### src/rtl/smem_pkg.sv
// Shared operation encoding and classification helpers for the scalar
// memory controller. Assumes a 2-bit operation code on every interface.
package smem_pkg;

    typedef enum logic [1:0] {
        SOP_LOAD     = 2'd0,
        SOP_STORE    = 2'd1,
        SOP_ATOM_RET = 2'd2,
        SOP_ATOM_NR  = 2'd3
    } smem_op_e;

    // Read class: loads and every atomic
    function automatic logic op_is_read(input smem_op_e op);
        return op != SOP_STORE;
    endfunction

    // Write class: stores and every atomic
    function automatic logic op_is_write(input smem_op_e op);
        return op != SOP_LOAD;
    endfunction

    // Needs a destination register write at retirement
    function automatic logic op_needs_wb(input smem_op_e op);
        return (op == SOP_LOAD) || (op == SOP_ATOM_RET);
    endfunction

endpackage

### src/rtl/smem_fifo.sv
// In-order FIFO with a per-entry countdown. Each entry is loaded with a
// delay at push and counts down to zero, one step per cycle; the head is
// ready once its count is zero. Assumes no push while full unless popping.
module smem_fifo #(
    parameter int W     = 4,
    parameter int DEPTH = 4,
    parameter int DLY_W = 4
) (
    input  logic             clk,
    input  logic             rst_n,
    input  logic             push,
    input  logic [W-1:0]     push_data,
    input  logic [DLY_W-1:0] push_dly,
    input  logic             pop,
    output logic [W-1:0]     head_data,
    output logic             head_ready,
    output logic             empty,
    output logic             full
);
    localparam int PTR_W = (DEPTH > 1) ? $clog2(DEPTH) : 1;
    localparam int CW    = $clog2(DEPTH + 1);

    logic [W-1:0]     mem_q [DEPTH];
    logic [DLY_W-1:0] dly_q [DEPTH];
    logic [PTR_W-1:0] rd_q, wr_q;
    logic [CW-1:0]    cnt_q;
    logic             do_push, do_pop;

    assign empty   = (cnt_q == '0);
    assign full    = (cnt_q == CW'(DEPTH));
    assign do_pop  = pop && !empty;
    assign do_push = push && (!full || do_pop);

    assign head_data  = mem_q[rd_q];
    assign head_ready = (dly_q[rd_q] == '0);

    // Pointer wrap helper
    function automatic logic [PTR_W-1:0] nxt(input logic [PTR_W-1:0] p);
        return (p == PTR_W'(DEPTH - 1)) ? '0 : p + 1'b1;
    endfunction

    // Pointers and occupancy
    always_ff @(posedge clk) begin
        if (!rst_n) begin
            rd_q  <= '0;
            wr_q  <= '0;
            cnt_q <= '0;
        end else begin
            if (do_push) wr_q <= nxt(wr_q);
            if (do_pop)  rd_q <= nxt(rd_q);
            if (do_push && !do_pop)      cnt_q <= cnt_q + 1'b1;
            else if (do_pop && !do_push) cnt_q <= cnt_q - 1'b1;
        end
    end

    genvar gi;
    generate
        for (gi = 0; gi < DEPTH; gi++) begin : g_slot
            // Payload capture for this slot
            always_ff @(posedge clk) begin
                if (do_push && wr_q == PTR_W'(gi)) mem_q[gi] <= push_data;
            end
            // Delay countdown for this slot
            always_ff @(posedge clk) begin
                if (!rst_n)                             dly_q[gi] <= '0;
                else if (do_push && wr_q == PTR_W'(gi)) dly_q[gi] <= push_dly;
                else if (dly_q[gi] != '0)               dly_q[gi] <= dly_q[gi] - 1'b1;
            end
        end
    endgenerate

    a_r11_no_overflow: assert property (@(posedge clk) disable iff (!rst_n)
        (push && full && !pop) |=> $stable(cnt_q));
    a_r11_bound: assert property (@(posedge clk) disable iff (!rst_n)
        cnt_q <= CW'(DEPTH));

endmodule

### src/rtl/smem_issue.sv
// Issue throttle. Holds one in-flight counter for the read class
// (loads, atomics) and one for stores, and launches the issue-FIFO head
// when its class counter is below QSIZE. Retirements decrement the
// matching counter; a retirement against zero sets a sticky error flag.
module smem_issue
    import smem_pkg::*;
#(
    parameter int QSIZE = 2
) (
    input  logic     clk,
    input  logic     rst_n,
    input  logic     head_valid,
    input  logic     head_ready,
    input  smem_op_e head_op,
    input  logic     dec_rd,
    input  logic     dec_st,
    output logic     launch,
    output logic     err
);
    localparam int IC_W = $clog2(QSIZE + 1);

    logic [IC_W-1:0] rd_cnt_q, st_cnt_q;
    logic            head_rd, inc_rd, inc_st;

    assign head_rd = op_is_read(head_op);
    assign launch  = head_valid && head_ready &&
                     (head_rd ? (rd_cnt_q < IC_W'(QSIZE)) : (st_cnt_q < IC_W'(QSIZE)));
    assign inc_rd  = launch && head_rd;
    assign inc_st  = launch && !head_rd;

    // Counter step: +1, -1 (never below zero), or hold when both
    function automatic logic [IC_W-1:0] step(input logic [IC_W-1:0] c,
                                             input logic up, input logic dn);
        logic dn_ok;
        dn_ok = dn && (c != '0);
        if (up && !dn_ok) return c + 1'b1;
        if (dn_ok && !up) return c - 1'b1;
        return c;
    endfunction

    // In-flight counters
    always_ff @(posedge clk) begin
        if (!rst_n) begin
            rd_cnt_q <= '0;
            st_cnt_q <= '0;
        end else begin
            rd_cnt_q <= step(rd_cnt_q, inc_rd, dec_rd);
            st_cnt_q <= step(st_cnt_q, inc_st, dec_st);
        end
    end

    // Sticky underflow flag
    always_ff @(posedge clk) begin
        if (!rst_n) err <= 1'b0;
        else if ((dec_rd && rd_cnt_q == '0) || (dec_st && st_cnt_q == '0)) err <= 1'b1;
    end

    a_r3_rd_bound: assert property (@(posedge clk) disable iff (!rst_n)
        rd_cnt_q <= IC_W'(QSIZE));
    a_r3_st_bound: assert property (@(posedge clk) disable iff (!rst_n)
        st_cnt_q <= IC_W'(QSIZE));
    a_r4_rd_hold: assert property (@(posedge clk) disable iff (!rst_n)
        (inc_rd && dec_rd && rd_cnt_q != '0) |=> $stable(rd_cnt_q));
    a_r10_sticky: assert property (@(posedge clk) disable iff (!rst_n)
        err |=> err);
    a_r10_floor: assert property (@(posedge clk) disable iff (!rst_n)
        (dec_st && !inc_st && st_cnt_q == '0) |=> st_cnt_q == '0);

endmodule

### src/rtl/smem_retire.sv
// Retire arbiter. The read-FIFO head is the sole candidate whenever that
// FIFO is non-empty; otherwise the store-FIFO head is. The candidate fires
// when its delay has expired, the writeback bus timer is idle and, for
// register-writing ops, the register file accepts. A fire holds the bus
// for BUS_BUSY further cycles.
module smem_retire
    import smem_pkg::*;
#(
    parameter int BUS_BUSY = 2
) (
    input  logic     clk,
    input  logic     rst_n,
    input  logic     rd_empty,
    input  logic     rd_ready,
    input  smem_op_e rd_op,
    input  logic     st_empty,
    input  logic     st_ready,
    input  smem_op_e st_op,
    input  logic     srf_ok,
    output logic     cand_valid,
    output logic     sel_rd,
    output logic     cand_wb,
    output logic     pop_rd,
    output logic     pop_st
);
    localparam int BT_W = (BUS_BUSY > 0) ? $clog2(BUS_BUSY + 1) : 1;

    logic [BT_W-1:0] bus_q;
    logic            cand_ready, fire;

    assign sel_rd     = !rd_empty;
    assign cand_valid = !rd_empty || !st_empty;
    assign cand_ready = sel_rd ? rd_ready : st_ready;
    assign cand_wb    = sel_rd ? op_needs_wb(rd_op) : op_needs_wb(st_op);
    assign fire       = cand_valid && cand_ready && (bus_q == '0) &&
                        (!cand_wb || srf_ok);
    assign pop_rd     = fire && sel_rd;
    assign pop_st     = fire && !sel_rd;

    // Writeback bus occupancy timer
    always_ff @(posedge clk) begin
        if (!rst_n)             bus_q <= '0;
        else if (fire)          bus_q <= BT_W'(BUS_BUSY);
        else if (bus_q != '0)   bus_q <= bus_q - 1'b1;
    end

    a_r5_single: assert property (@(posedge clk) disable iff (!rst_n)
        $onehot0({pop_rd, pop_st}));
    a_r5_rd_first: assert property (@(posedge clk) disable iff (!rst_n)
        pop_st |-> rd_empty);
    a_r7_srf_gate: assert property (@(posedge clk) disable iff (!rst_n)
        ((pop_rd || pop_st) && cand_wb) |-> srf_ok);

    generate
        if (BUS_BUSY > 0) begin : g_gap
            a_r8_gap: assert property (@(posedge clk) disable iff (!rst_n)
                (pop_rd || pop_st) |=> !(pop_rd || pop_st));
        end
    endgenerate

endmodule

### src/rtl/smem_wave_cnt.sv
// Per-wavefront outstanding counters: total, global reads, global writes
// and the scalar-memory wait count. Accepted requests increment; retired
// responses decrement. Counters saturate at both ends.
module smem_wave_cnt
    import smem_pkg::*;
#(
    parameter int NUM_WAVES = 4,
    parameter int WID_W     = 2,
    parameter int CNT_W     = 4
) (
    input  logic                       clk,
    input  logic                       rst_n,
    input  logic                       acc,
    input  smem_op_e                   acc_op,
    input  logic [WID_W-1:0]           acc_wave,
    input  logic                       ret,
    input  smem_op_e                   ret_op,
    input  logic [WID_W-1:0]           ret_wave,
    output logic [NUM_WAVES*CNT_W-1:0] total_o,
    output logic [NUM_WAVES*CNT_W-1:0] rd_o,
    output logic [NUM_WAVES*CNT_W-1:0] wr_o,
    output logic [NUM_WAVES*CNT_W-1:0] lgkm_o
);
    localparam logic [CNT_W-1:0] CMAX = {CNT_W{1'b1}};

    // Saturating up/down step
    function automatic logic [CNT_W-1:0] bump(input logic [CNT_W-1:0] c,
                                              input logic up, input logic dn);
        if (up && !dn) return (c == CMAX) ? c : c + 1'b1;
        if (dn && !up) return (c == '0) ? c : c - 1'b1;
        return c;
    endfunction

    genvar gw;
    generate
        for (gw = 0; gw < NUM_WAVES; gw++) begin : g_wave
            logic             hit_a, hit_r;
            logic [CNT_W-1:0] tot_q, rd_q, wr_q, lg_q;

            assign hit_a = acc && (acc_wave == WID_W'(gw));
            assign hit_r = ret && (ret_wave == WID_W'(gw));

            // Four counters of this wavefront
            always_ff @(posedge clk) begin
                if (!rst_n) begin
                    tot_q <= '0;
                    rd_q  <= '0;
                    wr_q  <= '0;
                    lg_q  <= '0;
                end else begin
                    tot_q <= bump(tot_q, hit_a, hit_r);
                    lg_q  <= bump(lg_q,  hit_a, hit_r);
                    rd_q  <= bump(rd_q,  hit_a && op_is_read(acc_op),  hit_r && op_is_read(ret_op));
                    wr_q  <= bump(wr_q,  hit_a && op_is_write(acc_op), hit_r && op_is_write(ret_op));
                end
            end

            assign total_o[gw*CNT_W +: CNT_W] = tot_q;
            assign rd_o[gw*CNT_W +: CNT_W]    = rd_q;
            assign wr_o[gw*CNT_W +: CNT_W]    = wr_q;
            assign lgkm_o[gw*CNT_W +: CNT_W]  = lg_q;

            a_r9_rd_le_total: assert property (@(posedge clk) disable iff (!rst_n)
                (tot_q != CMAX) |-> (rd_q <= tot_q));
        end
    endgenerate

endmodule

### src/rtl/smem_ctrl.sv
// Scalar memory issue and return controller (top). Queues requests,
// throttles launches per class, collects responses into read/store return
// FIFOs, retires one per cycle toward the register file and keeps the
// per-wave outstanding counters. Assumes memory accepts every launch and
// returns at most one response per launched request.
module smem_ctrl
    import smem_pkg::*;
#(
    parameter int NUM_WAVES = 4,
    parameter int WID_W     = $clog2(NUM_WAVES),
    parameter int QSIZE     = 2,
    parameter int IQ_DEPTH  = 4,
    parameter int DLY_W     = 4,
    parameter int BUS_BUSY  = 2,
    parameter int CNT_W     = 4
) (
    input  logic                       clk,
    input  logic                       rst_n,
    input  logic                       req_valid,
    input  logic [1:0]                 req_op,
    input  logic [WID_W-1:0]           req_wave,
    output logic                       req_ready,
    output logic                       mem_valid,
    output logic [1:0]                 mem_op,
    output logic [WID_W-1:0]           mem_wave,
    input  logic                       rsp_valid,
    input  logic [1:0]                 rsp_op,
    input  logic [WID_W-1:0]           rsp_wave,
    input  logic [DLY_W-1:0]           rsp_delay,
    output logic                       cand_valid,
    output logic [WID_W-1:0]           cand_wave,
    output logic                       cand_wb,
    input  logic                       srf_ok,
    output logic                       ret_valid,
    output logic [1:0]                 ret_op,
    output logic [WID_W-1:0]           ret_wave,
    output logic                       ret_wb,
    output logic [NUM_WAVES*CNT_W-1:0] wave_total,
    output logic [NUM_WAVES*CNT_W-1:0] wave_rd,
    output logic [NUM_WAVES*CNT_W-1:0] wave_wr,
    output logic [NUM_WAVES*CNT_W-1:0] wave_lgkm,
    output logic                       err_underflow
);
    localparam int PW = 2 + WID_W;

    logic          acc, launch;
    logic [PW-1:0] iq_head, rq_head, sq_head, sel_head;
    logic          iq_ready, iq_empty, iq_full;
    logic          rq_ready, rq_empty, rq_full;
    logic          sq_ready, sq_empty, sq_full;
    logic          rsp_rd, sel_rd, pop_rd, pop_st;
    smem_op_e      iq_op, rq_op, sq_op, rsp_op_e;

    assign acc       = req_valid && req_ready;
    assign req_ready = !iq_full;
    assign rsp_op_e  = smem_op_e'(rsp_op);
    assign rsp_rd    = op_is_read(rsp_op_e);

    // Issue FIFO: in-order request queue, no delay
    smem_fifo #(.W(PW), .DEPTH(IQ_DEPTH), .DLY_W(DLY_W)) u_iq (
        .clk(clk), .rst_n(rst_n),
        .push(acc), .push_data({req_op, req_wave}), .push_dly('0),
        .pop(launch), .head_data(iq_head), .head_ready(iq_ready),
        .empty(iq_empty), .full(iq_full)
    );

    assign iq_op = smem_op_e'(iq_head[PW-1 -: 2]);

    // Launch throttle and in-flight counters
    smem_issue #(.QSIZE(QSIZE)) u_issue (
        .clk(clk), .rst_n(rst_n),
        .head_valid(!iq_empty), .head_ready(iq_ready), .head_op(iq_op),
        .dec_rd(pop_rd), .dec_st(pop_st),
        .launch(launch), .err(err_underflow)
    );

    assign mem_valid = launch;
    assign mem_op    = iq_head[PW-1 -: 2];
    assign mem_wave  = iq_head[WID_W-1:0];

    // Return FIFOs: read class and stores
    smem_fifo #(.W(PW), .DEPTH(QSIZE), .DLY_W(DLY_W)) u_rq (
        .clk(clk), .rst_n(rst_n),
        .push(rsp_valid && rsp_rd), .push_data({rsp_op, rsp_wave}), .push_dly(rsp_delay),
        .pop(pop_rd), .head_data(rq_head), .head_ready(rq_ready),
        .empty(rq_empty), .full(rq_full)
    );

    smem_fifo #(.W(PW), .DEPTH(QSIZE), .DLY_W(DLY_W)) u_sq (
        .clk(clk), .rst_n(rst_n),
        .push(rsp_valid && !rsp_rd), .push_data({rsp_op, rsp_wave}), .push_dly(rsp_delay),
        .pop(pop_st), .head_data(sq_head), .head_ready(sq_ready),
        .empty(sq_empty), .full(sq_full)
    );

    assign rq_op = smem_op_e'(rq_head[PW-1 -: 2]);
    assign sq_op = smem_op_e'(sq_head[PW-1 -: 2]);

    // Retire arbitration and writeback gating
    smem_retire #(.BUS_BUSY(BUS_BUSY)) u_ret (
        .clk(clk), .rst_n(rst_n),
        .rd_empty(rq_empty), .rd_ready(rq_ready), .rd_op(rq_op),
        .st_empty(sq_empty), .st_ready(sq_ready), .st_op(sq_op),
        .srf_ok(srf_ok),
        .cand_valid(cand_valid), .sel_rd(sel_rd), .cand_wb(cand_wb),
        .pop_rd(pop_rd), .pop_st(pop_st)
    );

    assign sel_head  = sel_rd ? rq_head : sq_head;
    assign cand_wave = sel_head[WID_W-1:0];
    assign ret_valid = pop_rd || pop_st;
    assign ret_op    = sel_head[PW-1 -: 2];
    assign ret_wave  = sel_head[WID_W-1:0];
    assign ret_wb    = cand_wb;

    // Per-wave outstanding counters
    smem_wave_cnt #(.NUM_WAVES(NUM_WAVES), .WID_W(WID_W), .CNT_W(CNT_W)) u_wave (
        .clk(clk), .rst_n(rst_n),
        .acc(acc), .acc_op(smem_op_e'(req_op)), .acc_wave(req_wave),
        .ret(ret_valid), .ret_op(smem_op_e'(ret_op)), .ret_wave(ret_wave),
        .total_o(wave_total), .rd_o(wave_rd), .wr_o(wave_wr), .lgkm_o(wave_lgkm)
    );

    a_r3_rq_room: assert property (@(posedge clk) disable iff (!rst_n)
        (rsp_valid && rsp_rd) |-> (!rq_full || pop_rd));
    a_r3_sq_room: assert property (@(posedge clk) disable iff (!rst_n)
        (rsp_valid && !rsp_rd) |-> (!sq_full || pop_st));
    a_r2_launch_src: assert property (@(posedge clk) disable iff (!rst_n)
        mem_valid |-> !iq_empty);

endmodule

### config.mk
export PLATFORM = sky130hd
export DESIGN_NAME = smem_ctrl
export DESIGN_NICKNAME = d
export VERILOG_FILES = /design/src/rtl/smem_pkg.sv /design/src/rtl/smem_fifo.sv /design/src/rtl/smem_issue.sv /design/src/rtl/smem_retire.sv /design/src/rtl/smem_wave_cnt.sv /design/src/rtl/smem_ctrl.sv
export SDC_FILE = /design/constraint.sdc
export NUM_CORES = 1
export LEC_CHECK = 0
export BUFFER_PORTS_ARGS = -buffer_cell sky130_fd_sc_hd__buf_2
export CAP_MARGIN = 30
export CORE_MARGIN = 2
export CORE_UTILIZATION = 55
export CTS_CLUSTER_DIAMETER = 40
export DETAILED_ROUTE_END_ITERATION = 7
export PLACE_DENSITY_LB_ADDON = 0.12
export SYNTH_ARGS = -nofsm -noshare
export SYNTH_HDL_FRONTEND = slang
export SYNTH_SLANG_ARGS = --single-unit
### constraint.sdc
create_clock -name clk -period 4.73 [get_ports clk]
set_input_delay 0.946 -clock clk [delete_from_list [all_inputs] [get_ports clk]]
set_output_delay 0.946 -clock clk [all_outputs]
set_load 0.05 [all_outputs]
==> flow_summary.yaml <==
global_route:
  antenna_found_initial: 0
  grt_max_degree: 43
  overflow: 0
  first_global_vias: 7632
  grt_use_total: 0.229
  grt_first_pass_wirelength_um: 36800
route:
  ant_nets: 0
  wl_um: 22000
  viasPerCell: 5.70
  drt_pass1_iterations: 5
  drc: 0
  drt_iter0_markers: 519
  vias: 8363
  wl_per_cell_um: 15.0
hold_path:
  hold_start: "u_ret.bus_q[0]"
  holdPathEnd: "u_ret.bus_q[0]"
  min_path_type: "reg2reg"
  whs_path_depth: 1
pwr:
  cellPowerDensity_mw_per_mm2: 614
  finalPower_mw: 6.92
  p_leak_nw: 4.74
  ir_drop_v: 0.000343
finish:
  fill_cells: 1581
  final_common_cell: "nor2_1"
  nNetsFinal: 1336
  area_delta_synth_final_pct: 12.4
  mostFrequentLayoutCells: "123 x nor2_1, 100 x nand2_1, 97 x buf_2"
  diodes: 0
  layout-drive-gt1-share: 0.131
worst_setup_path:
  end_kind: "flop"
  r2r_slack_ns: 0.56
  crit_type: "reg2reg"
  startpoint_type: "flop"
  reg2reg_to: "u_wave.g_wave[1].rd_q[1]"
  required_ns: 5.04
  path_max_fanout: 14
  reg2regPathDepth: 12
  cp.arrival_ns: 4.49
  r2r_start: "u_sq.dly_q[1][1]"
sta:
  layout_setup_ws_ns: 0.556
  tightestPinTransition_ns: 0.865
  period_needed_ns: 4.17
  slew_headroom: 0.416
  rsz0062_at_grt: "no"
  fin_crit_sh: 0.882
  slew_viol_final: 0
  fmax_mhz: 240
  skew_ns: 0.0174
  tns_ns: 0
  finalHoldViolations: 0
  setup_violations: 0
clock_tree:
  cts_root_buf: "clkbuf_16"
  clock_latency_ns: 0.43
  numCtsBuffers: 17
  ctsResizeCount: 0
  clkSinkCount: 154
  path_clk_slew_ns: 0.07
  cts-htree-levels: 4
  post_cts_buffers: 0
  ctsHoldBuffers: 0
  cts_tree: "built"
  clockBufferDepth: 2
yosys:
  synth_edf_count: 64
  avgSynthCellArea_um2: 8.77
  ys_types: 68
  ys_seq_area_frac: 0.372
  synth_ff_type: "dfxtp_1"
  synthCells: 1143
  yosysWarnings: 0
  syn_area_mm2: 0.0100
  synthArstFlopShare: 0
  syn_nets: 1255
  synth-seq-cells: 154
floorplan:
  core_mm2: 0.0179
  die_area_mm2: 0.0193
  fp.dieW_um: 139
  rows: 49
  start_util: 0.560
  top_level_ports: 98
  die_h_um: 139
placed_design:
  dp_hpwl_um: 16200
  gp_congestion: 0.905
  dp_slack_ns: 0.548
  io_buffer_count: 97
job:
  max_cap_viol_count: 0
outcome:
  status: "completed"
## worst max-delay path by stage
stage,start,cells past startpoint,endpoint
after floorplan,flop,11,u_wave.g_wave[3].wr_q[0]
after global placement,srf_ok,13,u_wave.g_wave[1].rd_q[1]
after detailed placement,srf_ok,13,u_wave.g_wave[1].rd_q[1]
after CTS,u_sq.dly_q[1][1],12,u_wave.g_wave[1].rd_q[1]
after global routing,u_sq.dly_q[1][1],12,u_wave.g_wave[3].rd_q[1]
final,u_sq.dly_q[1][1],12,u_wave.g_wave[1].rd_q[1]
## metrics by stage
step / instance area, um2 / hold WS, ns / util / cells
final: 11300 / 0.458 / 0.629 / 1466
after global routing: 11300 / 0.464 / 0.629 / 1466
after CTS: 11300 / 0.454 / 0.629 / 1466
after detailed placement: 10700 / 0.437 / 0.596 / 1434
after global placement: 10700 / 0.439 / 0.595 / 1433
after floorplan: 10000 / 0.422 / - / 1143
## registers in the layout (all words and copies together) (netlist names), 2 cells and up, named ones only
register and flops:
u_sq.dly_q 8, u_ret.bus_q 2, u_wave.g_wave.tot_q 16, u_iq.mem_q 16, u_rq.cnt_q 2, u_issue.rd_cnt_q 2, u_sq.mem_q 8, u_iq.wr_q 2
u_sq.cnt_q 2, u_wave.g_wave.lg_q 16, u_wave.g_wave.rd_q 16, u_iq.dly_q 16, u_rq.mem_q 8, u_issue.st_cnt_q 2, u_iq.rd_q 2, u_iq.cnt_q 3
u_rq.dly_q 8, u_wave.g_wave.wr_q 16
## Yosys cell counts, types with 28 or more instances
cell      count  area [um2]
clkbuf_1     34         128
o21ai_0      58         290
dfxtp_1      90        1800
a21oi_1      72         360
nor2b_1      28         175
ha_1         94        1180
nand2b_1     30         188
nand2_1     100         375
nand3_1      33         165
inv_1        88         330
or3_1        29         181
edfxtp_1     64        1920
nor2_1      123         462
mux2i_1      29         290
## where the power goes
group	internal, mW	switching (mW)
Sequential	1.76	0.365
Clock	0.786	0.592
Combinational	1.18	2.24
Total	3.73	3.19
## critical path, cell delays in order, from the launching register on
cell and delay [ns]:
edfxtp_1 0.41, or4_1 0.57, a221o_1 0.35, a211o_1 0.49, inv_2 0.29, o21ai_0 0.26, nor2_1 0.18, ha_1 0.18
nand2b_1 0.16, o41ai_1 0.73, nor2b_1 0.12, o211ai_1 0.21, a31oi_1 0.10
## kinds of logic (layout without fill, tap and decap cells)
logic type	count (synthesis)	in the layout	synth area share
mux	37	37	0.0436
xor+xnor	31	31	0.0271
buf+inv	133	227	0.0521
simple gates	426	426	0.212
compound gates	267	267	0.175
fa+ha+maj	95	95	0.119
flops	154	154	0.372
## metal layers
layer | up-vias | wire [um] | global-route usage
li1 | 4277 | - | -
met1 | 3923 | 10300 | 0.304
met2 | 147 | 10500 | 0.383
met3 | 16 | 883 | 0.0480
met4 | 0 | 238 | 0.0606
met5 | - | 0 | 0
## cell type report
type	instances	area, um2	area share
clock buffers	17	425	0.0378
clock inverters	15	165	0.0147
inverters	92	345	0.0307
multi-input cells	856	5770	0.513
flip-flops and latches	154	3720	0.331
well taps	229	287	0.0254
repair buffers	103	543	0.0482
Power figures use the tool's default switching activity.
